File: config.mk
export PLATFORM = sky130hd
export DESIGN_NAME = pkg_idle_ctrl
export DESIGN_NICKNAME = d
export VERILOG_FILES = /design/src/rtl/pkg_idle_pkg.sv /design/src/rtl/req_store.sv /design/src/rtl/req_min.sv /design/src/rtl/target_clamp.sv /design/src/rtl/pkg_idle_ctrl.sv
export SDC_FILE = /design/constraint.sdc
export NUM_CORES = 1
export LEC_CHECK = 0
export ABC_AREA = 1
export BUFFER_PORTS_ARGS = -buffer_cell sky130_fd_sc_hd__buf_4
export CAP_MARGIN = 10
export CORE_UTILIZATION = 45
export CTS_BUF_LIST = sky130_fd_sc_hd__clkbuf_16
export DETAILED_ROUTE_END_ITERATION = 6
export PLACE_DENSITY = 0.79
export RECOVER_POWER = 50
export SLEW_MARGIN = 10
export SYNTH_ARGS = -nofsm -noshare
export SYNTH_HDL_FRONTEND = slang
export SYNTH_SLANG_ARGS = --single-unit
File: constraint.sdc
create_clock -name clk -period 1.65 [get_ports clk]
set_input_delay 0.33 -clock clk [delete_from_list [all_inputs] [get_ports clk]]
set_output_delay 0.33 -clock clk [all_outputs]
set_load 0.03 [all_outputs]
File: src/rtl/pkg_idle_pkg.sv
package pkg_idle_pkg;
  localparam logic [1:0] CST_C0 = 2'd0;
  localparam logic [1:0] CST_C1 = 2'd1;
  localparam logic [1:0] CST_C6 = 2'd2;

  typedef enum logic [1:0] {
    MD_RUN     = 2'd0,
    MD_SVC     = 2'd1,
    MD_REENTER = 2'd2,
    MD_HOLD    = 2'd3
  } mode_t;
endpackage

File: src/rtl/req_store.sv
module req_store #(
  parameter int NUM_CORES = 4,
  localparam int CW = (NUM_CORES > 1) ? $clog2(NUM_CORES) : 1
) (
  input  logic                   clk,
  input  logic                   rst,
  input  logic                   req_valid,
  input  logic [2*NUM_CORES-1:0] core_req,
  input  logic                   clr_en,
  input  logic [CW-1:0]          clr_idx,
  output logic [2*NUM_CORES-1:0] req_q
);
  import pkg_idle_pkg::*;

  for (genvar g = 0; g < NUM_CORES; g++) begin : g_core
    logic [1:0] norm;
    assign norm = (core_req[2*g +: 2] == 2'd3) ? CST_C6 : core_req[2*g +: 2];

    always_ff @(posedge clk) begin
      if (rst) begin
        req_q[2*g +: 2] <= CST_C0;
      end else if (clr_en && (clr_idx == CW'(g))) begin
        req_q[2*g +: 2] <= CST_C0;
      end else if (req_valid) begin
        req_q[2*g +: 2] <= norm;
      end
    end
  end
endmodule

File: src/rtl/req_min.sv
module req_min #(
  parameter int NUM_CORES = 4
) (
  input  logic [2*NUM_CORES-1:0] req_q,
  output logic [1:0]             min_code
);
  import pkg_idle_pkg::*;

  logic [1:0] chain [NUM_CORES+1];
  assign chain[0] = CST_C6;

  for (genvar g = 0; g < NUM_CORES; g++) begin : g_min
    assign chain[g+1] = (req_q[2*g +: 2] < chain[g]) ? req_q[2*g +: 2] : chain[g];
  end

  assign min_code = chain[NUM_CORES];
endmodule

File: src/rtl/target_clamp.sv
module target_clamp (
  input  logic [1:0] want,
  input  logic       allow_c1,
  input  logic       allow_c6,
  input  logic       demote,
  output logic [1:0] tgt
);
  import pkg_idle_pkg::*;

  logic [1:0] shallow;
  assign shallow = allow_c1 ? CST_C1 : CST_C0;

  always_comb begin
    tgt = want;
    if (want == CST_C6 && (!allow_c6 || demote)) begin
      tgt = shallow;
    end else if (want == CST_C1 && !allow_c1) begin
      tgt = CST_C0;
    end
  end
endmodule

File: src/rtl/pkg_idle_ctrl.sv
module pkg_idle_ctrl #(
  parameter int NUM_CORES  = 4,
  parameter int SVC_CYCLES = 4,
  localparam int CW   = (NUM_CORES > 1) ? $clog2(NUM_CORES) : 1,
  localparam int CNTW = $clog2(SVC_CYCLES + 1)
) (
  input  logic                   clk,
  input  logic                   rst,
  input  logic [2*NUM_CORES-1:0] core_req,
  input  logic                   req_valid,
  input  logic                   allow_c1,
  input  logic                   allow_c6,
  input  logic                   demote,
  input  logic                   plat_hold,
  input  logic                   brk_core,
  input  logic                   brk_mask,
  input  logic [CW-1:0]          brk_target,
  input  logic                   brk_mem,
  output logic [1:0]             pkg_state,
  output logic [NUM_CORES-1:0]   wake_req,
  output logic                   svc_busy
);
  import pkg_idle_pkg::*;

  logic [2*NUM_CORES-1:0] req_q;
  logic [1:0]             min_code;
  logic [1:0]             tgt;
  logic [1:0]             pkg_q;
  logic [1:0]             saved_q;
  mode_t                  mode_q;
  logic [CNTW-1:0]        cnt_q;
  logic                   busy_q;
  logic [NUM_CORES-1:0]   wake_q;
  logic [NUM_CORES-1:0]   wake_vec;
  logic                   idle_run;
  logic                   do_wake;

  assign idle_run = (mode_q == MD_RUN) && (pkg_q != CST_C0);
  assign do_wake  = idle_run && brk_core && !brk_mask;

  always_comb begin
    wake_vec = '0;
    if (int'(brk_target) < NUM_CORES) wake_vec[brk_target] = 1'b1;
  end

  req_store #(.NUM_CORES(NUM_CORES)) u_store (
    .clk(clk), .rst(rst), .req_valid(req_valid), .core_req(core_req),
    .clr_en(do_wake), .clr_idx(brk_target), .req_q(req_q)
  );

  req_min #(.NUM_CORES(NUM_CORES)) u_min (
    .req_q(req_q), .min_code(min_code)
  );

  target_clamp u_clamp (
    .want(min_code), .allow_c1(allow_c1), .allow_c6(allow_c6),
    .demote(demote), .tgt(tgt)
  );

  always_ff @(posedge clk) begin
    if (rst) begin
      pkg_q   <= CST_C0;
      saved_q <= CST_C0;
      mode_q  <= MD_RUN;
      cnt_q   <= '0;
      busy_q  <= 1'b0;
      wake_q  <= '0;
    end else begin
      wake_q <= '0;
      case (mode_q)
        MD_RUN: begin
          if (do_wake) begin
            pkg_q  <= CST_C0;
            wake_q <= wake_vec;
          end else if (idle_run && brk_mem) begin
            saved_q <= pkg_q;
            pkg_q   <= CST_C0;
            mode_q  <= MD_SVC;
            cnt_q   <= CNTW'(SVC_CYCLES - 1);
            busy_q  <= 1'b1;
          end else if (idle_run && brk_core) begin
            saved_q <= pkg_q;
            pkg_q   <= CST_C0;
            mode_q  <= MD_REENTER;
          end else begin
            pkg_q <= tgt;
          end
        end
        MD_SVC: begin
          if (cnt_q == '0) begin
            busy_q <= 1'b0;
            if (plat_hold) begin
              mode_q <= MD_HOLD;
            end else begin
              pkg_q  <= saved_q;
              mode_q <= MD_RUN;
            end
          end else begin
            cnt_q <= cnt_q - 1'b1;
          end
        end
        MD_REENTER: begin
          pkg_q  <= saved_q;
          mode_q <= MD_RUN;
        end
        MD_HOLD: begin
          if (!plat_hold) mode_q <= MD_RUN;
        end
        default: mode_q <= MD_RUN;
      endcase
    end
  end

  assign pkg_state = pkg_q;
  assign wake_req  = wake_q;
  assign svc_busy  = busy_q;
endmodule

==> results.md, run 1 <==
- For met1 alone, demand over resource in global routing was 22.2%.
- The portion of total power attributed to sequential cells is 33.6%.
- The peak-usage layer in the global routing report is met2.
- The per-instance average area after synthesis is 6.97 um^2.
- In this run the register-to-register setup slack is 130 ps.
- The startpoint identified for the worst hold timing path is rst.
- The final number of max-transition violations is 0.
- The number of cells traversed by the worst hold path is 2.
- The maximum level of the CTS H-tree is 1.
- The global-route wire length before repair is 3.57 mm.
- For the final database, setup skew stands at 4.00 ps.
- The final hold violation count is 0.
- After detailed routing, the number of remaining DRC violations is 0.
- The max-capacitance violation count is 0.
- The tree built by TritonCTS fans out to 22 sinks.
- The switching part of the total power is 37.3%.
- The core region is 2570 um^2.
- In this run the critical register-to-register path is launched from u_store.req_q[3].
- The clock input transition at the sequential cells of the worst setup and hold paths is 60 ps.
- The antenna diode count is 0.
- The slew at the pin closest to its max-slew limit is 374 ps.
- The clock tree from TritonCTS is done.
- The floorplan step set the die width to 54.9 um.
- The placed wire-length estimate after detailed placement is 1.88 mm.
- The final antenna-violating net count is 0.
- The critical path startpoint category is a register.
- Leaving out fill and tap cells, the most frequent cell in the layout is sky130_fd_sc_hd__nand2_1.
- The analysis attributes to cell leakage a power of 0.772 nW.
- Entering global routing, the biggest net connects 15 pins.
- The number of global-route vias before repair is 879.
- The path class of the tightest hold or removal check is in -> reg.
- Synthesis produced a netlist whose cell count is 181.
- In this run, CTS created clock tree buffers numbering 3.
- Setup repair after global routing left no endpoint under its margin.
- The cell at the root of the clock tree is sky130_fd_sc_hd__clkbuf_16.
- The area overhead of the layout relative to synthesis is 22.6%.
- The routed via count is 1,141.
- The clock power share is 25.1%.
- The number of DRC markers in iteration 0 is 23.
- In the final routed layout, each cell accounts on average for 9.85 um.
- The worst path uses 92.0% of the clock period.
- Cells with a size suffix above 1 make up 20.0% of the layout.
- Setup violations remaining at the end of the flow were counted as 0.
- Static timing analysis puts the maximum clock frequency at 659 MHz.
- The height of the chip is 54.9 um.
- The number of detailed-route iterations in the first pass is 4.
- The analysis attributes to net switching a power of 0.757 mW.
- The internal power is 1.27 mW.
- For this block, the routed nets add up to 2.36 mm of wire.
- Global routing consumed, on the met2 layer, 26.9% of the routing resources.
- The final net count is 242.
- The count of port buffers added during placement is 26.
- Once the floorplan was initialized, standard cells occupied 49.1% of the core.
- The Yosys step of the flow raised 0 warnings.
- After layout, the worst setup slack is 132 ps.
- Routability-driven placement finished with a final weighted congestion of 0.816.
- For hold timing, the worst endpoint is cnt_q[2].
- Across the VDD grid, the largest voltage drop is 1.07 mV.
- The cell area after synthesis is 1260 um^2.
- The share of total power in combinational logic is 41.3%.
- The maximum number of buffers from clock root to sink is 2.
- Headroom to the max-slew limit came out at 75.0%.
- The pre-CTS setup slack is 85.5 ps.
- The final core utilization is 60.2%.
- The biggest fanout along the worst timing path is 3.
- The met3 global-route usage is 2.46%.
- After detailed routing, the number of vias per cell comes to 4.75.
- Clock latency on the worst-skew pair, taken at its later pin, is 250 ps.
- The aggregate global-route resource usage is 16.5%.
- Power spread over the standard cell area amounts to 1310 nW/um^2.
- The sequential share of the synthesized area is 34.9%.
- The worst reg-to-reg path cell count is 9.
- The minimum period implied by the final worst setup slack is 1520 ps.
- The setup path with the least slack is of type reg -> reg.
- The flow ran to the end, and the final reports show no timing, DRC or antenna violations.
- The die covers 3020 um^2.
- The critical path required time is 1790 ps.
- The initial antenna violation count is 0.
- The count of unique library cells instantiated by Yosys is 25.
- The worst reg2reg path endpoint is pkg_state[1].
- Data arrives at the worst endpoint at 1660 ps.
- The number of I/O pins is 27.
- The post-synthesis sequential element count is 22.
- The sort of element at the end of the critical path is a register.
- The library cells used most frequently in the layout, excluding fill and tap cells, are 43 x sky130_fd_sc_hd__nand2_1, 26 x sky130_fd_sc_hd__nor2_1, 25 x sky130_fd_sc_hd__inv_1.
- The aggregate global routing overflow is 0.
- After routing, the total negative slack on setup checks comes to 0 ps.
- The row count is 18.
- The net count after synthesis is 212.
-- cells in the mapped netlist --
master / number / share of area, %
sky130_fd_sc_hd__nand2_1: 42 / 12
sky130_fd_sc_hd__nor2_1: 26 / 7.7
sky130_fd_sc_hd__inv_1: 24 / 7.1
sky130_fd_sc_hd__dfxtp_1: 22 / 35
sky130_fd_sc_hd__a21oi_1: 14 / 5.6
sky130_fd_sc_hd__ha_1: 11 / 11
sky130_fd_sc_hd__o21ai_0: 7 / 2.8
sky130_fd_sc_hd__nor3_1: 5 / 2.0
sky130_fd_sc_hd__inv_2: 4 / 1.2
sky130_fd_sc_hd__a21oi_2: 3 / 2.1
sky130_fd_sc_hd__nand2_2: 3 / 1.5
sky130_fd_sc_hd__o31ai_1: 3 / 1.8
sky130_fd_sc_hd__or2_2: 3 / 1.5
sky130_fd_sc_hd__nand3_1: 2 / 0.79
sky130_fd_sc_hd__nand3_2: 2 / 1.6
sky130_fd_sc_hd__buf_2: 1 / 0.40
sky130_fd_sc_hd__clkbuf_1: 1 / 0.30
sky130_fd_sc_hd__clkinv_2: 1 / 0.40
sky130_fd_sc_hd__nand2_4: 1 / 0.89
sky130_fd_sc_hd__nand3_4: 1 / 1.4
sky130_fd_sc_hd__nand3b_1: 1 / 0.60
sky130_fd_sc_hd__nand4_1: 1 / 0.50
sky130_fd_sc_hd__nor2_2: 1 / 0.50
sky130_fd_sc_hd__o21ai_1: 1 / 0.40
sky130_fd_sc_hd__xor2_1: 1 / 0.69
-- power groups by stage --
stage | registers [mW] | clock network [mW] | logic, mW
after floorplan | 0.720 | 0 | 0.612
after global placement | 0.691 | 0 | 0.840
after detailed placement | 0.694 | 0 | 0.853
after CTS | 0.683 | 0.515 | 0.861
after global routing | 0.692 | 0.538 | 0.950
final | 0.682 | 0.508 | 0.837
-- through the flow --
stage / cell area, um^2 / instances / total power, mW / hold slack [ps]
floorplan: 1260 / 181 / 1.33 / 392
global placement: 1490 / 236 / 1.53 / 476
detailed placement: 1490 / 236 / 1.55 / 479
CTS: 1570 / 240 / 2.06 / 247
global route: 1550 / 240 / 2.18 / 252
finish: 1550 / 240 / 2.03 / 250
-- kinds of logic after synthesis --
family,Yosys count,share of synthesized area (%)
compound gates,28,12.6
simple gates,88,31.4
xor+xnor,1,0.695
fa+ha+maj,11,10.9
flops,22,34.9
buf+inv,31,9.42
-- repair_timing --
action,CTS,global route
setup buffers,0,0
hold buffers,0,0
setup endpoints to repair,0,2
gates resized for setup,0,2
-- flip-flops by register name, summed over array words and instances, names as in the netlist --
signal         flops
mode_q             2
wake_req           4
u_store.req_q      8
cnt_q              3
svc_busy           1
pkg_state          2
saved_q            2
-- worst max path at each step --
stage                           from            to  slack (ps)  cells past startpoint
detailed placement  u_store.req_q[3]  pkg_state[1]          90                      9
floorplan           u_store.req_q[3]  pkg_state[1]         200                      9
finish              u_store.req_q[3]  pkg_state[1]         130                      9
CTS                 u_store.req_q[3]  pkg_state[1]          80                      9
global route               mode_q[1]    saved_q[0]          10                      9
global placement    u_store.req_q[3]  pkg_state[1]         150                      9
-- metal layers --
metal | vias to the layer above | part of all wire, %
met5 | - | 0
met4 | 0 | 0.42
met3 | 2 | 2.9
met2 | 15 | 45
met1 | 502 | 51
li1 | 622 | -
-- area by class of cell --
type                    instances  area (um^2)
fillers                       253         1020
inverters                      29          110
clock buffers                   3         75.1
flip-flops and latches         22          442
well taps                      30         37.5
multi-input cells             128          702
clock inverters                 1         3.75
repair buffers                 27          176
-- worst max-delay path: stages, from the launching register on --
cell and delay, ps:
sky130_fd_sc_hd__dfxtp_2 350, sky130_fd_sc_hd__ha_2 180, sky130_fd_sc_hd__ha_1 160, sky130_fd_sc_hd__inv_1 50, sky130_fd_sc_hd__ha_1 170, sky130_fd_sc_hd__or2_2 270
sky130_fd_sc_hd__nand2_1 80, sky130_fd_sc_hd__nand2_1 50, sky130_fd_sc_hd__nand2_1 50, sky130_fd_sc_hd__a21oi_1 50
No activity file was read; power rests on OpenSTA's default activity.
==> run 2, diff against run 1 <==
--- a/config.mk
+++ b/config.mk
@@ -13,6 +13,7 @@
 export DETAILED_ROUTE_END_ITERATION = 6
 export PLACE_DENSITY = 0.79
 export RECOVER_POWER = 50
+export SETUP_SLACK_MARGIN = 0.4
 export SLEW_MARGIN = 10
 export SYNTH_ARGS = -nofsm -noshare
 export SYNTH_HDL_FRONTEND = slang
==> results.md, run 2 (synthesized netlist as in run 1, its figures left out) <==
- At the end of the flow, the number of nets in the layout was 252.
- Once placement completed, the tool counted placed cells totaling 235.
- The internal power of the cells totals 1.56 mW.
- The register with the most flip-flops in the layout has 8 of them.
- The clock tree from TritonCTS is done.
- The aggregate global routing overflow is 0.
- The height of the chip is 54.9 um.
- The max-capacitance violation count is 0.
- The final hold violation count came to 0.
- Setup repair after global routing could not meet its margin everywhere.
- The maximum number of buffers from clock root to sink is 2.
- The routed via count is 1,388.
- Setup violations remaining at the end of the flow were counted as 0.
- The data arrival time of the critical path is 1650 ps.
- The number of standard cells in the final layout excluding fillers is 250.
- The number of DRC markers in iteration 0 is 48.
- Power spread over the standard cell area amounts to 1340 nW/um^2.
- After detailed routing, the number of remaining DRC violations is 0.
- In this run the core area contains 18 standard-cell rows.
- The maximum number of pins on one net before global-route repair is 15.
- The kind of path behind the tightest hold check is in -> reg.
- The average detailed-routed wire length per instance is 15.9 um.
- The first detailed-routing pass ran for 4 iterations.
- The weighted congestion reported at the end of routability-driven placement is 0.818.
- Across the routed clock network, the largest skew measured is 4.58 ps.
- Summed over all cells, the static leakage comes to 0.880 nW.
- In the layout the commonest cells are 31 x sky130_fd_sc_hd__buf_4, 29 x sky130_fd_sc_hd__nand2_1, 22 x sky130_fd_sc_hd__nor2_1.
- The flow ran to the end, and the final reports show no timing, DRC or antenna violations.
- The cts-stage hold buffer count is 0.
- The initial antenna violation count came to 0.
- The worst relative slew slack is 44.4%.
- Global routing consumed, over all layers together, 27.0% of the routing resources.
- The floorplan die area is 3020 um^2.
- The first global-routing pass estimated 5.69 mm of wire.
- Across the VDD grid, the largest voltage drop is 1.22 mV.
- The register-to-register setup slack is 120 ps.
- For the worst-skew pair, the clock arrives at the later sink with an insertion delay of 250 ps.
- The share of cells above drive strength 1 is 49.1%.
- Per report_power, the clock group accounts for 19.0% of the total.
- The largest stage delay on the critical path is 340 ps.
- Along the worst path, the maximum fanout reaches 7.
- For the finished layout, the period the worst path requires is 1530 ps.
- In this run the tool buffered the top-level ports with 26 buffer cells.
- The number of I/O pins is 27.
- The critical path start-end classification is reg -> reg.
- The critical path goes through inv_2 -> ha_4 -> o21ai_4 -> nor2_4 -> nand2_8 -> o31ai_1 -> a21oi_1.
- Ranked by flip-flop count, first place goes to u_store.req_q.
- The overall routed net length is 3.98 mm.
- The critical path required time is 1770 ps.
- Summed over all nets, the switching power comes to 1.13 mW.
- At the pin with the least slew margin, the transition time is 833 ps.
- For this configuration, the core starts out at a cell density of 49.1%.
- The critical path startpoint category is a register.
- Combinational logic burns 54.6% of the power.
- The kind of cell with the highest combined delay on the critical path is compound AO/OA/AOI/OAI gates.
- The per-cell via count in the routed design is 5.55.
- The tree is rooted in a sky130_fd_sc_hd__clkbuf_16.
- The buffer and inverter count on the worst path is 1.
- The die is 54.9 um wide.
- The timing-limited maximum frequency is 655 MHz.
- The switching part of the total power is 42.1%.
- The TritonCTS buffer count is 3.
- In this run the number of H-tree levels came out at 1.
- The area overhead of the layout relative to synthesis is 59.6%.
- The share of the clock period used by the worst path is 92.5%.
- The final antenna-violating net count is 0.
- The clock net sink count is 22.
- For the final routed database, the setup TNS stands at 0 ps.
- The worst setup path is captured at a register.
- The most common cell after layout, fill and taps aside is sky130_fd_sc_hd__buf_4.
- The final number of max-transition violations is 0.
- The number of global-route vias before repair is 1,345.
- The placed wire-length estimate after detailed placement is 2.35 mm.
- The clock input transition at the sequential cells of the worst setup and hold paths is 60 ps.
- The placeable core area is 2570 um^2.
- The repair_antennas step left the layout with diodes totalling 0.
- The portion of total power attributed to sequential cells is 26.5%.
- The slowest stage of the critical path belongs to the cell sky130_fd_sc_hd__o31ai_1.
==> run 2: cell types whose count changed in the layout (fill, tap and decap cells not counted), moves of 5 or more <==
cell,previous run,this run
sky130_fd_sc_hd__ha_4,0,7
sky130_fd_sc_hd__inv_2,3,9
sky130_fd_sc_hd__o21ai_0,7,2
sky130_fd_sc_hd__inv_1,25,17
sky130_fd_sc_hd__a21oi_1,14,9
sky130_fd_sc_hd__nand2_2,2,9
sky130_fd_sc_hd__buf_4,20,31
sky130_fd_sc_hd__ha_1,10,3
sky130_fd_sc_hd__o21ai_2,0,5
sky130_fd_sc_hd__nand2_1,43,29
==> run 2: timing repair <==
item / CTS / global route
setup buffers: 9 / 2
endpoints found under the setup margin: 22 / 22
gates resized for setup: 30 / 37
pin swaps: 12 / 17
==> run 2: cell type report <==
class	instances	area, um^2
inverter	29	131
multi-input combinational	128	1050
clock inverter	1	3.75
fill	159	554
sequential	22	448
tap	30	37.5
timing repair buffer	37	263
clock buffer	3	75.1
==> run 2: worst register-to-register path: stages (launching register included) <==
cell	delay, ps
sky130_fd_sc_hd__dfxtp_2	320
sky130_fd_sc_hd__inv_2	80
sky130_fd_sc_hd__ha_4	170
sky130_fd_sc_hd__o21ai_4	70
sky130_fd_sc_hd__nor2_4	200
sky130_fd_sc_hd__nand2_8	140
sky130_fd_sc_hd__o31ai_1	340
sky130_fd_sc_hd__a21oi_1	80
==> run 2: path summary, 6_finish.rpt <==
check	startpoint	to	cells past startpoint
min	rst	cnt_q[2]	2
max reg2reg	mode_q[1]	u_store.req_q[5]	7
min reg2reg	cnt_q[2]	cnt_q[2]	2
max	mode_q[1]	u_store.req_q[5]	7
==> run 2: power groups by stage <==
stage                     Clock [mW]  Sequential [mW]  Combinational (mW)
after global placement             0            0.706               0.890
after global routing           0.538            0.722                1.58
after detailed placement           0            0.712               0.954
after floorplan                    0            0.736               0.687
final                          0.511            0.712                1.47
after CTS                      0.506            0.700                1.19
==> run 2: routing by layer <==
layer,GRT usage (%),wire [um],vias up
li1,-,-,659
met1,25.9,1460,651
met2,51.2,2150,63
met3,4.64,197,15
met4,18.8,172,0
met5,0,0,-
==> run 2: through the flow <==
stage	instance area, um^2	setup slack (ps)	util [%]	power (mW)	hold WS [ps]
final	2010	124	78.4	2.69	242
after global routing	2010	83.7	78.4	2.84	248
after CTS	1860	222	72.3	2.40	245
after floorplan	1370	334	-	1.42	392
after global placement	1590	241	62.1	1.60	479
after detailed placement	1590	210	62.1	1.67	495
